$ cat config.mk
export PLATFORM = sky130hd
export DESIGN_NAME = dec8b10b
export DESIGN_NICKNAME = d
export VERILOG_FILES = /design/src/rtl/dec8b10b_pkg.sv /design/src/rtl/dec8b10b_sub6.sv /design/src/rtl/dec8b10b_sub4.sv /design/src/rtl/dec8b10b_check.sv /design/src/rtl/dec8b10b_rd.sv /design/src/rtl/dec8b10b.sv
export SDC_FILE = /design/constraint.sdc
export NUM_CORES = 1
export LEC_CHECK = 0
export ABC_AREA = 0
export BUFFER_PORTS_ARGS = -buffer_cell sky130_fd_sc_hd__buf_2
export CAP_MARGIN = 20
export CORE_MARGIN = 10
export CORE_UTILIZATION = 64
export CTS_CLUSTER_DIAMETER = 150
export DETAILED_ROUTE_END_ITERATION = 7
export PLACE_DENSITY_LB_ADDON = 0.3
export SLEW_MARGIN = 20
export SYNTH_ARGS = -nofsm -noshare
export SYNTH_HDL_FRONTEND = slang
export SYNTH_SLANG_ARGS = --single-unit
$ cat constraint.sdc
create_clock -name clk_i -period 12.9 [get_ports clk_i]
set_input_delay 1.935 -clock clk_i [delete_from_list [all_inputs] [get_ports clk_i]]
set_output_delay 1.935 -clock clk_i [all_outputs]
set_load 0.02 [all_outputs]
$ cat src/rtl/dec8b10b_pkg.sv
package dec8b10b_pkg;
  localparam int SYM_W  = 10;
  localparam int SUB6_W = 6;
  localparam int SUB4_W = 4;
  localparam int BYTE_W = 8;
  localparam int ONES_W = $clog2(SYM_W + 1);

  // reverse a sub-block written with its first transmitted bit leftmost
  function automatic logic [SUB6_W-1:0] flip6(input logic [SUB6_W-1:0] v);
    logic [SUB6_W-1:0] r;
    for (int i = 0; i < SUB6_W; i++) r[i] = v[SUB6_W-1-i];
    return r;
  endfunction

  function automatic logic [SUB4_W-1:0] flip4(input logic [SUB4_W-1:0] v);
    logic [SUB4_W-1:0] r;
    for (int i = 0; i < SUB4_W; i++) r[i] = v[SUB4_W-1-i];
    return r;
  endfunction

  // 5b->6b, negative-disparity column, written abcdei
  function automatic logic [5:0] tab6(input logic [4:0] x);
    case (x)
      5'd0:  return 6'b100111;  5'd1:  return 6'b011101;
      5'd2:  return 6'b101101;  5'd3:  return 6'b110001;
      5'd4:  return 6'b110101;  5'd5:  return 6'b101001;
      5'd6:  return 6'b011001;  5'd7:  return 6'b111000;
      5'd8:  return 6'b111001;  5'd9:  return 6'b100101;
      5'd10: return 6'b010101;  5'd11: return 6'b110100;
      5'd12: return 6'b001101;  5'd13: return 6'b101100;
      5'd14: return 6'b011100;  5'd15: return 6'b010111;
      5'd16: return 6'b011011;  5'd17: return 6'b100011;
      5'd18: return 6'b010011;  5'd19: return 6'b110010;
      5'd20: return 6'b001011;  5'd21: return 6'b101010;
      5'd22: return 6'b011010;  5'd23: return 6'b111010;
      5'd24: return 6'b110011;  5'd25: return 6'b100110;
      5'd26: return 6'b010110;  5'd27: return 6'b110110;
      5'd28: return 6'b001110;  5'd29: return 6'b101110;
      5'd30: return 6'b011110;  default: return 6'b101011;
    endcase
  endfunction

  // 3b->4b data, negative-disparity column, primary .7, written fghj
  function automatic logic [3:0] tab4(input logic [2:0] y);
    case (y)
      3'd0: return 4'b1011;  3'd1: return 4'b1001;
      3'd2: return 4'b0101;  3'd3: return 4'b1100;
      3'd4: return 4'b1101;  3'd5: return 4'b1010;
      3'd6: return 4'b0110;  default: return 4'b1110;
    endcase
  endfunction

  // 4b part of K28.y when the whole group is in the negative column
  function automatic logic [3:0] k28tab4(input logic [2:0] y);
    case (y)
      3'd0: return 4'b0100;  3'd1: return 4'b1001;
      3'd2: return 4'b0101;  3'd3: return 4'b0011;
      3'd4: return 4'b0010;  3'd5: return 4'b1010;
      3'd6: return 4'b0110;  default: return 4'b1000;
    endcase
  endfunction

  // encode one byte from the given running disparity (1 = positive)
  function automatic logic [SYM_W-1:0] encode(input logic [7:0] d, input logic k,
                                              input logic rdp);
    logic [4:0] x;
    logic [2:0] y;
    logic [5:0] s6;
    logic [3:0] s4;
    logic       mid;
    logic       alt;
    logic [SYM_W-1:0] full;
    x = d[4:0];
    y = d[7:5];
    if (k && x == 5'd28) begin
      full = {flip4(k28tab4(y)), flip6(6'b001111)};
      return rdp ? ~full : full;
    end
    s6 = tab6(x);
    if (x == 5'd7) s6 = rdp ? 6'b000111 : 6'b111000;
    else if ($countones(s6) != 3 && rdp) s6 = ~s6;
    mid = ($countones(s6) == 3) ? rdp : ~rdp;
    alt = k || (!mid && (x == 5'd17 || x == 5'd18 || x == 5'd20))
            || (mid && (x == 5'd11 || x == 5'd13 || x == 5'd14));
    if (y == 3'd7) begin
      if (alt) s4 = mid ? 4'b1000 : 4'b0111;
      else     s4 = mid ? 4'b0001 : 4'b1110;
    end else begin
      s4 = tab4(y);
      if (y == 3'd3) s4 = mid ? 4'b0011 : 4'b1100;
      else if ($countones(s4) != 2 && mid) s4 = ~s4;
    end
    return {flip4(s4), flip6(s6)};
  endfunction
endpackage

$ cat src/rtl/dec8b10b_sub6.sv
module dec8b10b_sub6
  import dec8b10b_pkg::*;
(
  input  logic [SUB6_W-1:0] sub_i,
  output logic [4:0]        x_o,
  output logic              k28_o,
  output logic              k28_pos_o,
  output logic              hit_o
);
  localparam logic [SUB6_W-1:0] K28_NEG = flip6(6'b001111);
  localparam logic [SUB6_W-1:0] K28_POS = flip6(6'b110000);
  localparam logic [SUB6_W-1:0] D7_NEG  = flip6(6'b111000);
  localparam logic [SUB6_W-1:0] D7_POS  = flip6(6'b000111);
  localparam int                N_SYM   = 32;

  always_comb begin
    logic [SUB6_W-1:0] p;
    logic              m;
    x_o       = '0;
    hit_o     = 1'b0;
    k28_pos_o = (sub_i == K28_POS);
    k28_o     = (sub_i == K28_NEG) || k28_pos_o;
    if (k28_o) begin
      x_o   = 5'd28;
      hit_o = 1'b1;
    end
    for (int i = 0; i < N_SYM; i++) begin
      p = flip6(tab6(5'(i)));
      if (i == 7)                 m = (sub_i == D7_NEG) || (sub_i == D7_POS);
      else if ($countones(p) != 3) m = (sub_i == p) || (sub_i == ~p);
      else                        m = (sub_i == p);
      if (m && !hit_o) begin
        x_o   = 5'(i);
        hit_o = 1'b1;
      end
    end
  end
endmodule

$ cat src/rtl/dec8b10b_sub4.sv
module dec8b10b_sub4
  import dec8b10b_pkg::*;
(
  input  logic [SUB4_W-1:0] sub_i,
  input  logic              inv_i,
  output logic [2:0]        y_o,
  output logic              alt7_o,
  output logic              hit_o
);
  localparam logic [SUB4_W-1:0] A7_NEG = flip4(4'b0111);
  localparam logic [SUB4_W-1:0] A7_POS = flip4(4'b1000);
  localparam logic [SUB4_W-1:0] Y3_POS = flip4(4'b0011);
  localparam int                N_SYM  = 8;

  always_comb begin
    logic [SUB4_W-1:0] s;
    logic [SUB4_W-1:0] p;
    logic              m;
    s      = inv_i ? ~sub_i : sub_i;
    y_o    = '0;
    hit_o  = 1'b0;
    alt7_o = (s == A7_NEG) || (s == A7_POS);
    if (alt7_o) begin
      y_o   = 3'd7;
      hit_o = 1'b1;
    end
    for (int i = 0; i < N_SYM; i++) begin
      p = flip4(tab4(3'(i)));
      if (i == 3)                  m = (s == p) || (s == Y3_POS);
      else if ($countones(p) != 2) m = (s == p) || (s == ~p);
      else                         m = (s == p);
      if (m && !hit_o) begin
        y_o   = 3'(i);
        hit_o = 1'b1;
      end
    end
  end
endmodule

$ cat src/rtl/dec8b10b_check.sv
module dec8b10b_check
  import dec8b10b_pkg::*;
(
  input  logic [SYM_W-1:0]  code_i,
  input  logic [4:0]        x_i,
  input  logic [2:0]        y_i,
  input  logic              k28_i,
  input  logic              alt7_i,
  input  logic              hit6_i,
  input  logic              hit4_i,
  output logic              ok_o,
  output logic [BYTE_W-1:0] byte_o,
  output logic              k_o,
  output logic [ONES_W-1:0] ones_o
);
  logic [BYTE_W-1:0] cand;
  logic              kc;

  always_comb begin
    cand   = {y_i, x_i};
    kc     = k28_i || (alt7_i && (x_i == 5'd23 || x_i == 5'd27 ||
                                  x_i == 5'd29 || x_i == 5'd30));
    ok_o   = hit6_i && hit4_i &&
             ((code_i == encode(cand, kc, 1'b0)) || (code_i == encode(cand, kc, 1'b1)));
    byte_o = ok_o ? cand : '0;
    k_o    = ok_o && kc;
    ones_o = ONES_W'($countones(code_i));
  end

  // a pattern accepted as valid has a neutral or singly unbalanced weight
  always_comb begin
    if (ok_o) begin
      a_ok_weight_r9: assert (ones_o >= ONES_W'(4) && ones_o <= ONES_W'(6));
    end
  end
endmodule

$ cat src/rtl/dec8b10b_rd.sv
module dec8b10b_rd
  import dec8b10b_pkg::*;
(
  input  logic              clk_i,
  input  logic              rst_i,
  input  logic              accept_i,
  input  logic [ONES_W-1:0] ones_i,
  output logic              disp_err_o
);
  localparam logic [ONES_W-1:0] HALF = ONES_W'(SYM_W / 2);

  logic known_q;
  logic pos_q;

  always_comb
    disp_err_o = known_q && (pos_q ? (ones_i > HALF) : (ones_i < HALF));

  always_ff @(posedge clk_i) begin
    if (rst_i) begin
      known_q <= 1'b0;
      pos_q   <= 1'b0;
    end else if (accept_i) begin
      if (ones_i == HALF + 1'b1) begin
        known_q <= 1'b1;
        pos_q   <= 1'b1;
      end else if (ones_i == HALF - 1'b1) begin
        known_q <= 1'b1;
        pos_q   <= 1'b0;
      end
    end
  end

  p_clear_r1: assert property (@(posedge clk_i) rst_i |=> !known_q);
  p_to_pos_r8: assert property (@(posedge clk_i) disable iff (rst_i)
    (accept_i && ones_i == ONES_W'(6)) |=> (known_q && pos_q));
  p_to_neg_r8: assert property (@(posedge clk_i) disable iff (rst_i)
    (accept_i && ones_i == ONES_W'(4)) |=> (known_q && !pos_q));
  p_hold_r8: assert property (@(posedge clk_i) disable iff (rst_i)
    (!accept_i || (ones_i != ONES_W'(4) && ones_i != ONES_W'(6))) |=> $stable({known_q, pos_q}));
endmodule

$ cat src/rtl/dec8b10b.sv
module dec8b10b
  import dec8b10b_pkg::*;
(
  input  logic                  clk_i,
  input  logic                  rst_i,
  input  logic [SYM_W-1:0]      code_i,
  input  logic                  valid_i,
  input  logic                  aligned_i,
  output logic                  valid_o,
  output logic [BYTE_W-1:0]     data_o,
  output logic                  k_o,
  output logic                  code_err_o,
  output logic                  disp_err_o
);
  logic              align_q;
  logic              accept;
  logic [4:0]        x;
  logic [2:0]        y;
  logic              k28, k28_pos, alt7, hit6, hit4;
  logic              ok;
  logic [BYTE_W-1:0] byte_d;
  logic              k_d;
  logic [ONES_W-1:0] ones;
  logic              disp_d;

  assign accept = valid_i && (align_q || aligned_i);

  dec8b10b_sub6 u_sub6 (
    .sub_i     (code_i[SUB6_W-1:0]),
    .x_o       (x),
    .k28_o     (k28),
    .k28_pos_o (k28_pos),
    .hit_o     (hit6)
  );

  dec8b10b_sub4 u_sub4 (
    .sub_i  (code_i[SYM_W-1:SUB6_W]),
    .inv_i  (k28_pos),
    .y_o    (y),
    .alt7_o (alt7),
    .hit_o  (hit4)
  );

  dec8b10b_check u_check (
    .code_i (code_i),
    .x_i    (x),
    .y_i    (y),
    .k28_i  (k28),
    .alt7_i (alt7),
    .hit6_i (hit6),
    .hit4_i (hit4),
    .ok_o   (ok),
    .byte_o (byte_d),
    .k_o    (k_d),
    .ones_o (ones)
  );

  dec8b10b_rd u_rd (
    .clk_i      (clk_i),
    .rst_i      (rst_i),
    .accept_i   (accept),
    .ones_i     (ones),
    .disp_err_o (disp_d)
  );

  always_ff @(posedge clk_i) begin
    if (rst_i) begin
      align_q    <= 1'b0;
      valid_o    <= 1'b0;
      data_o     <= '0;
      k_o        <= 1'b0;
      code_err_o <= 1'b0;
      disp_err_o <= 1'b0;
    end else begin
      if (aligned_i) align_q <= 1'b1;
      valid_o <= accept;
      if (accept) begin
        data_o     <= byte_d;
        k_o        <= k_d;
        disp_err_o <= disp_d;
        code_err_o <= !ok || disp_d;
      end
    end
  end

  p_reset_r1: assert property (@(posedge clk_i) rst_i |=> (!valid_o && !code_err_o && !disp_err_o));
  p_follow_r3: assert property (@(posedge clk_i) disable iff (rst_i)
    valid_o |-> $past(valid_i));
  p_noalign_r2: assert property (@(posedge clk_i) disable iff (rst_i)
    (!align_q && !aligned_i) |=> !valid_o);
  p_disp_err_r10: assert property (@(posedge clk_i) disable iff (rst_i)
    disp_err_o |-> code_err_o);
  p_k_legal_r5: assert property (@(posedge clk_i) disable iff (rst_i)
    (valid_o && k_o) |-> (data_o[4:0] == 5'd28 || data_o[7:5] == 3'd7));
endmodule

* Word level (Yosys, flattened, before mapping)
Memory sizes are Yosys's and may differ from the RTL's. Index checks and enable logic that the tools add are counted.
Storage, ports and cells: bits in registers 15, bits in read-only memories 384, bits of input ports 14, output and inout bits 12, word-level logic and storage cells 388, memories 2
Cells by class: add/subtract/negate cells 27, $lt $le $gt $ge 2, equal/unequal tests 89, multiplexer cells 123, bitwise gates (word level) 4, reductions and logical operators 133
Memory list:
- (name not given) | depth 32, width 6, read ports 1, clocked after memory_dff 0, wr ports 0, RTL line dec8b10b_pkg.sv:23 | case (x)
- (name not given) | depth 32, width 6, read ports 1, clocked after memory_dff 0, wr ports 0, RTL line dec8b10b_pkg.sv:23
Operator list (count):
- $add 32x32->32 | 7
- $mux 5 | 33
- $eq 6x6->1 const B | 24
- $eq 6x5->1 const B | 14
- $mux 4 | 18
- $eq 32x3->1 const B | 2
- $ne 32x3->1 const B | 2
- $pmux 4 s7 | 2
- $logic_and 1x1->1 | 53
- $mux 1 | 50
- $logic_not 1->1 | 42
- $eq 5x5->1 const B | 8
- $mux 10 | 4
- $eq 6x4->1 const B | 6
- $mux 6 | 6
- $logic_or 1x1->1 | 35
- $add 1x1->2 | 16
- $eq 4x4->1 const B | 7
- $mux 3 | 9
- $eq 4x3->1 const B | 6
- $eq 10x10->1 | 2
- $eq 6x3->1 const B | 3
- $add 4x4->4 | 4
- $eq 5x4->1 const B | 3
- other kinds (16) | 22

* Longest topological paths before layout
depth after elaboration 132, mapped depth 41, depth with buffers taken out 38

* By module
A second synthesis with hierarchy kept.
Unflattened totals: cells, all modules 526, area, all modules 3931.3 sq um
Modules (own cells, without submodules):
- dec8b10b_check | times used 1, cells an instance 338, area each 2497.4 sq um, seq. area each 0.0 sq um
- dec8b10b_sub6 | times used 1, cells an instance 92, area each 628.1 sq um, seq. area each 0.0 sq um
- dec8b10b | times used 1, cells an instance 54, area each 491.7 sq um, seq. area each 260.2 sq um
- dec8b10b_sub4 | times used 1, cells an instance 30, area each 209.0 sq um, seq. area each 0.0 sq um
- dec8b10b_rd | times used 1, cells an instance 12, area each 105.1 sq um, seq. area each 40.0 sq um

* Least setup slack after synthesis
Ideal clock, no wire load.
path kind input-to-reg, from input code_i[5], to register code_err_o, library setup time 0.120 ns, arrival time 9.794 ns, data required time 12.780 ns, path slack 2.987 ns, stages on the path 40, buffers on the path 3, path through inv_1 ha_1 clkbuf_1 nand3_1 nand4_1 or3_1 buf_2 or4_4 o211ai_2 nor2_1 inv_1 ha_1 inv_1 nor2_1 mux2i_1 a21o_1 inv_1 nor2_1 [... 4 more ...] and3_1 clkbuf_1 and2_1 a211oi_1 or2_2 ha_1 fa_1 ha_1 nand4bb_1 nor2_1 xor2_1 o211ai_1 nand2_1 mux2i_1 a311oi_1 nor4b_2 a311oi_1 a211o_1
Between the ends: word-level cells in the longest chain between the ends 125, elaborated cells on any way between the ends 362, classes of those cells add/sub: 22; order compare: 2; eq/ne: 87; mux: 118; bitwise: 3; reduce/logical: 128; memory: 2
RTL lines:
- from (decl) | RTL line dec8b10b.sv:6 | input logic [SYM_W-1:0] code_i,
- $eq 6x6->1 / $eq 6x2->1 (equally long branches) | RTL line dec8b10b_sub6.sv:22, dec8b10b_sub6.sv:21
- $logic_or 1x1->1 | RTL line dec8b10b_sub6.sv:22 | k28_o = (sub_i == K28_NEG) || k28_pos_o;
- $mux 1 | RTL line dec8b10b_sub6.sv:23 | if (k28_o) begin
- $logic_not 1->1 | RTL line dec8b10b_sub6.sv:32 | if (m && !hit_o) begin
- $logic_and 1x1->1 | RTL line dec8b10b_sub6.sv:32
- $mux 1 | RTL line dec8b10b_sub6.sv:32
- $logic_not 1->1 | RTL line dec8b10b_sub6.sv:32
- $logic_and 1x1->1 | RTL line dec8b10b_sub6.sv:32
- [... 109 more ...]
- $mux 4 | RTL line dec8b10b_pkg.sv:86 | if (alt) s4 = mid ? 4'b1000 : 4'b0111;
- $mux 4 | RTL line dec8b10b_pkg.sv:85 | if (y == 3'd7) begin
- $mux 10 | RTL line dec8b10b_pkg.sv:79 | s6 = tab6(x);
- $eq 10x10->1 | RTL line dec8b10b_check.sv:24 | ((code_i == encode(cand, kc, 1'b0)) || (code_i == encode(cand, kc, 1'b1)));
- $logic_or 1x1->1 | RTL line dec8b10b_check.sv:24
- $logic_and 1x1->1 | RTL line dec8b10b_check.sv:23 | ok_o = hit6_i && hit4_i &&
- $logic_not 1->1 | RTL line dec8b10b.sv:81 | code_err_o <= !ok || disp_d;
- $logic_or 1x1->1 * | RTL line dec8b10b.sv:81
- to (signal assigned) | RTL line dec8b10b.sv:81
- to (decl) | RTL line dec8b10b.sv:12 | output logic code_err_o,
Every way passes the cells marked *; elsewhere a longest branch is shown, timed or not. The select of a mux whose other input is x is not followed. A chain may end at the register's enable or synchronous reset.

* Worst setup path after layout
from input code_i[5], to register data_o[3]
Between the ends: word-level cells in the longest chain between the ends 124, elaborated cells on any way between the ends 353, classes of those cells add/sub: 18; eq/ne: 87; mux: 118; bitwise: 3; reduce/logical: 125; memory: 2
RTL lines:
- $eq 6x6->1 / $eq 6x2->1 (equally long branches) | RTL line dec8b10b_sub6.sv:22, dec8b10b_sub6.sv:21
- $logic_or 1x1->1 | RTL line dec8b10b_sub6.sv:22
- $mux 1 | RTL line dec8b10b_sub6.sv:23
- $logic_not 1->1 | RTL line dec8b10b_sub6.sv:32
- $logic_and 1x1->1 | RTL line dec8b10b_sub6.sv:32
- $mux 1 | RTL line dec8b10b_sub6.sv:32
- $logic_not 1->1 | RTL line dec8b10b_sub6.sv:32
- $logic_and 1x1->1 | RTL line dec8b10b_sub6.sv:32
- [... 108 more ...]
- $logic_or 1x1->1 | RTL line dec8b10b_pkg.sv:84 | || (mid && (x == 5'd11 || x == 5'd13 || x == 5'd14));
- $mux 4 | RTL line dec8b10b_pkg.sv:86
- $mux 4 | RTL line dec8b10b_pkg.sv:85
- $mux 10 | RTL line dec8b10b_pkg.sv:79
- $eq 10x10->1 | RTL line dec8b10b_check.sv:24
- $logic_or 1x1->1 | RTL line dec8b10b_check.sv:24
- $logic_and 1x1->1 | RTL line dec8b10b_check.sv:23
- $mux 8 * | RTL line dec8b10b_check.sv:25 | byte_o = ok_o ? cand : '0;
- to (signal assigned) | RTL line dec8b10b.sv:78 | data_o <= byte_d;
- to (decl) | RTL line dec8b10b.sv:10 | output logic [BYTE_W-1:0] data_o,
Marks and branches as above.

==> results.yml <==
status:
  status: "finished, final reports clean"
grt:
  grtUsageTotal_pct: 24.3
  globalRouteOverflowTotal: 0
  grt_max_degree: 26
  antenna_found_initial: 0
  grt_pass1_vias: 4168
  grt_first_pass_wirelength_mm: 21.0
timing:
  finalHoldViolCount: 0
  finalSetupViolations: 0
  skew_ps: 1.59
  holdWs_ps: 448
  rsz0062_at_grt: "false"
  period_share_pct: 89.0
  tightest_slew_ps: 972
  fin_crit_ps: 11480
  fmax_mhz: 87.1
  max_slew_margin_pct: 34.4
  tns_ps: 0
  slew_viol_final: 0
synth:
  ys_seq_area_share_pct: 6.96
  synthesis.nets: 665
  syn_area_mm2: 0.00432
  synth-edff-count: 0
  syn_avg_cell_area_um2: 7.15
  synth_warnings: 0
  ys.flop_type: "dfxtp_1"
  async_flop_share_pct: 0
  synthCells: 604
  ys_types: 90
  yosys_register_bits: 15
layout:
  drive_above_1_share_pct: 11.9
  area.sequential_um2: 300
  final_cell_mix: "nand2_1 (55), nor2_1 (46), inv_1 (45), nand3_1 (45), ha_1 (34)"
  final_cells: 667
  multi_input_area_mm2: 0.00364
  layout.nets: 652
  area_delta_synth_final_pct: 1.88
  final_core_util_pct: 68.1
  layout_commonest_cell: "nand2_1"
  antenna_cells: 0
  n_fill_cell: 563
worst_setup_path:
  crit_type: "input pin to flip-flop"
  cp_max_fo: 17
  critical-path-max-stage-delay_ps: 550
  cp-end-kind: "flip-flop"
  cp_data_arrival_time_ps: 11660
  required_ps: 13080
  crit_top_cell: "ha_1"
  worstSetupStartpoint: "code_i[5]"
  critPathLaunchType: "input pin"
  rr_startpoint: "align_q"
  cp_slowest_cell: "ha_1"
clock_tree:
  htreeDepth: 1
  post_cts_buffers: 0
  cts_made_buffers: 3
  cts_tree: "built"
  ctsHoldBuffers: 0
  post_cts_resized: 0
  cts_buffer_depth: 2
  clk_pin_slew_ps: 70
  insertion_delay_ps: 250
  cts_sinks: 15
  root_buffer: "clkbuf_8"
drt:
  dr.pass1.iters: 8
  drc: 0
  drt.antenna.violating_nets: 0
  wl_per_cell_um: 19.5
  vias: 4870
  drtIter0Drc: 556
  routed_wl_mm: 13.0
  vias_per_cell: 7.30
place:
  gp_congestion: 0.999
  dp.cells: 663
  hpwl_mm: 9.86
  io_buffers: 25
die:
  die_h_um: 102
  io_pins: 26
  start_util_pct: 66.8
  rows: 29
  die-area_mm2: 0.0104
  core_area_mm2: 0.00646
  die_x_um: 102
power:
  ir_drop_mv: 0.146
  p_leak_nw: 1.87
  powerDensity_mw_per_mm2: 216
  p_total_mw: 0.948
min_path:
  hp-class: "flip-flop to flip-flop"
  min_from: "data_o[2]"
flow_run:
  maxCapViolations: 0
[final timing paths]
check | endpoint | slack (ps) | cells past startpoint
hold reg to reg | data_o[2] | 450 | 2
setup / recovery | data_o[3] | 1420 | 37
hold / removal | data_o[2] | 450 | 2
setup reg to reg | k_o | 11050 | 4
[cells by family after synthesis]
logic type | after synthesis | synth area share [%]
flip-flops | 15 | 6.96
AO/OA/AOI/OAI | 206 | 36.1
adder cells (fa/ha/maj) | 49 | 16.3
multiplexers | 8 | 1.86
AND/OR/NAND/NOR | 223 | 27.7
XOR/XNOR | 12 | 2.43
buffers and inverters | 91 | 8.67
[flip-flops by register name, indices dropped and copies added (netlist names)]
| name | cells |
|---|---|
| align_q | 1 |
| code_err_o | 1 |
| data_o | 8 |
| disp_err_o | 1 |
| k_o | 1 |
| u_rd.known_q | 1 |
| u_rd.pos_q | 1 |
| valid_o | 1 |
[cell usage after synthesis, drive strengths merged (7+ instances only)]
| master | number | area, µm² |
|---|---|---|
| a21oi | 23 | 115 |
| o22ai | 7 | 50.1 |
| nand3 | 45 | 225 |
| and3 | 11 | 73.8 |
| a21o | 7 | 60.1 |
| o21ai | 43 | 223 |
| mux2i | 8 | 80.1 |
| a31oi | 9 | 56.3 |
| and2 | 7 | 46.3 |
| xnor2 | 10 | 87.6 |
| fa | 13 | 260 |
| nand2 | 56 | 213 |
| ha | 34 | 425 |
| dfxtp | 15 | 300 |
| nor2 | 48 | 195 |
| clkbuf | 29 | 109 |
| inv | 46 | 173 |
| buf | 16 | 92.6 |
| a22oi | 9 | 72.6 |
| nor3 | 13 | 75.1 |
| a211oi | 13 | 97.6 |
| o211ai | 18 | 140 |
[worst max-delay path: cells and delay by family]
family	cells	cell delay, ps
and+or+nand+nor	14	3590
adders and majority gates	8	2740
AOI/OAI and AO/OA	9	2480
buffers and inverters	4	660
xor gates and xnor gates	1	120
muxes	1	120
[where the power goes]
part           switching, mW  total, mW  internal, mW
Combinational          0.509      0.857         0.348
Clock                 0.0199     0.0413        0.0215
Sequential           0.00116     0.0498        0.0486
Total                  0.530      0.948         0.418
[cell type report]
| cell class | instances | share of cell area, % |
|---|---|---|
| inverters | 46 | 3.93 |
| clock inverters | 1 | 0.114 |
| clock buffers | 3 | 0.939 |
| well taps | 77 | 2.19 |
| repair buffers | 27 | 3.19 |
| flip-flops and latches | 15 | 6.83 |
| multi-input cells | 498 | 82.8 |
[through the flow]
stage	instance area, µm²	setup WS (ps)
after global routing	4400	828
after floorplan	4320	2990
after detailed placement	4350	1390
after global placement	4350	1910
final	4400	1420
after CTS	4400	1630
[layer usage]
| layer | global-route usage [%] | routed length [µm] | up-vias |
|---|---|---|---|
| met4 | 6.83 | 327 | 0 |
| met2 | 39.1 | 5970 | 298 |
| met3 | 2.77 | 1220 | 37 |
| met1 | 33.3 | 5460 | 2294 |
| li1 | - | - | 2241 |
| met5 | 0 | 0 | - |
(Power assumes the default switching activity.)
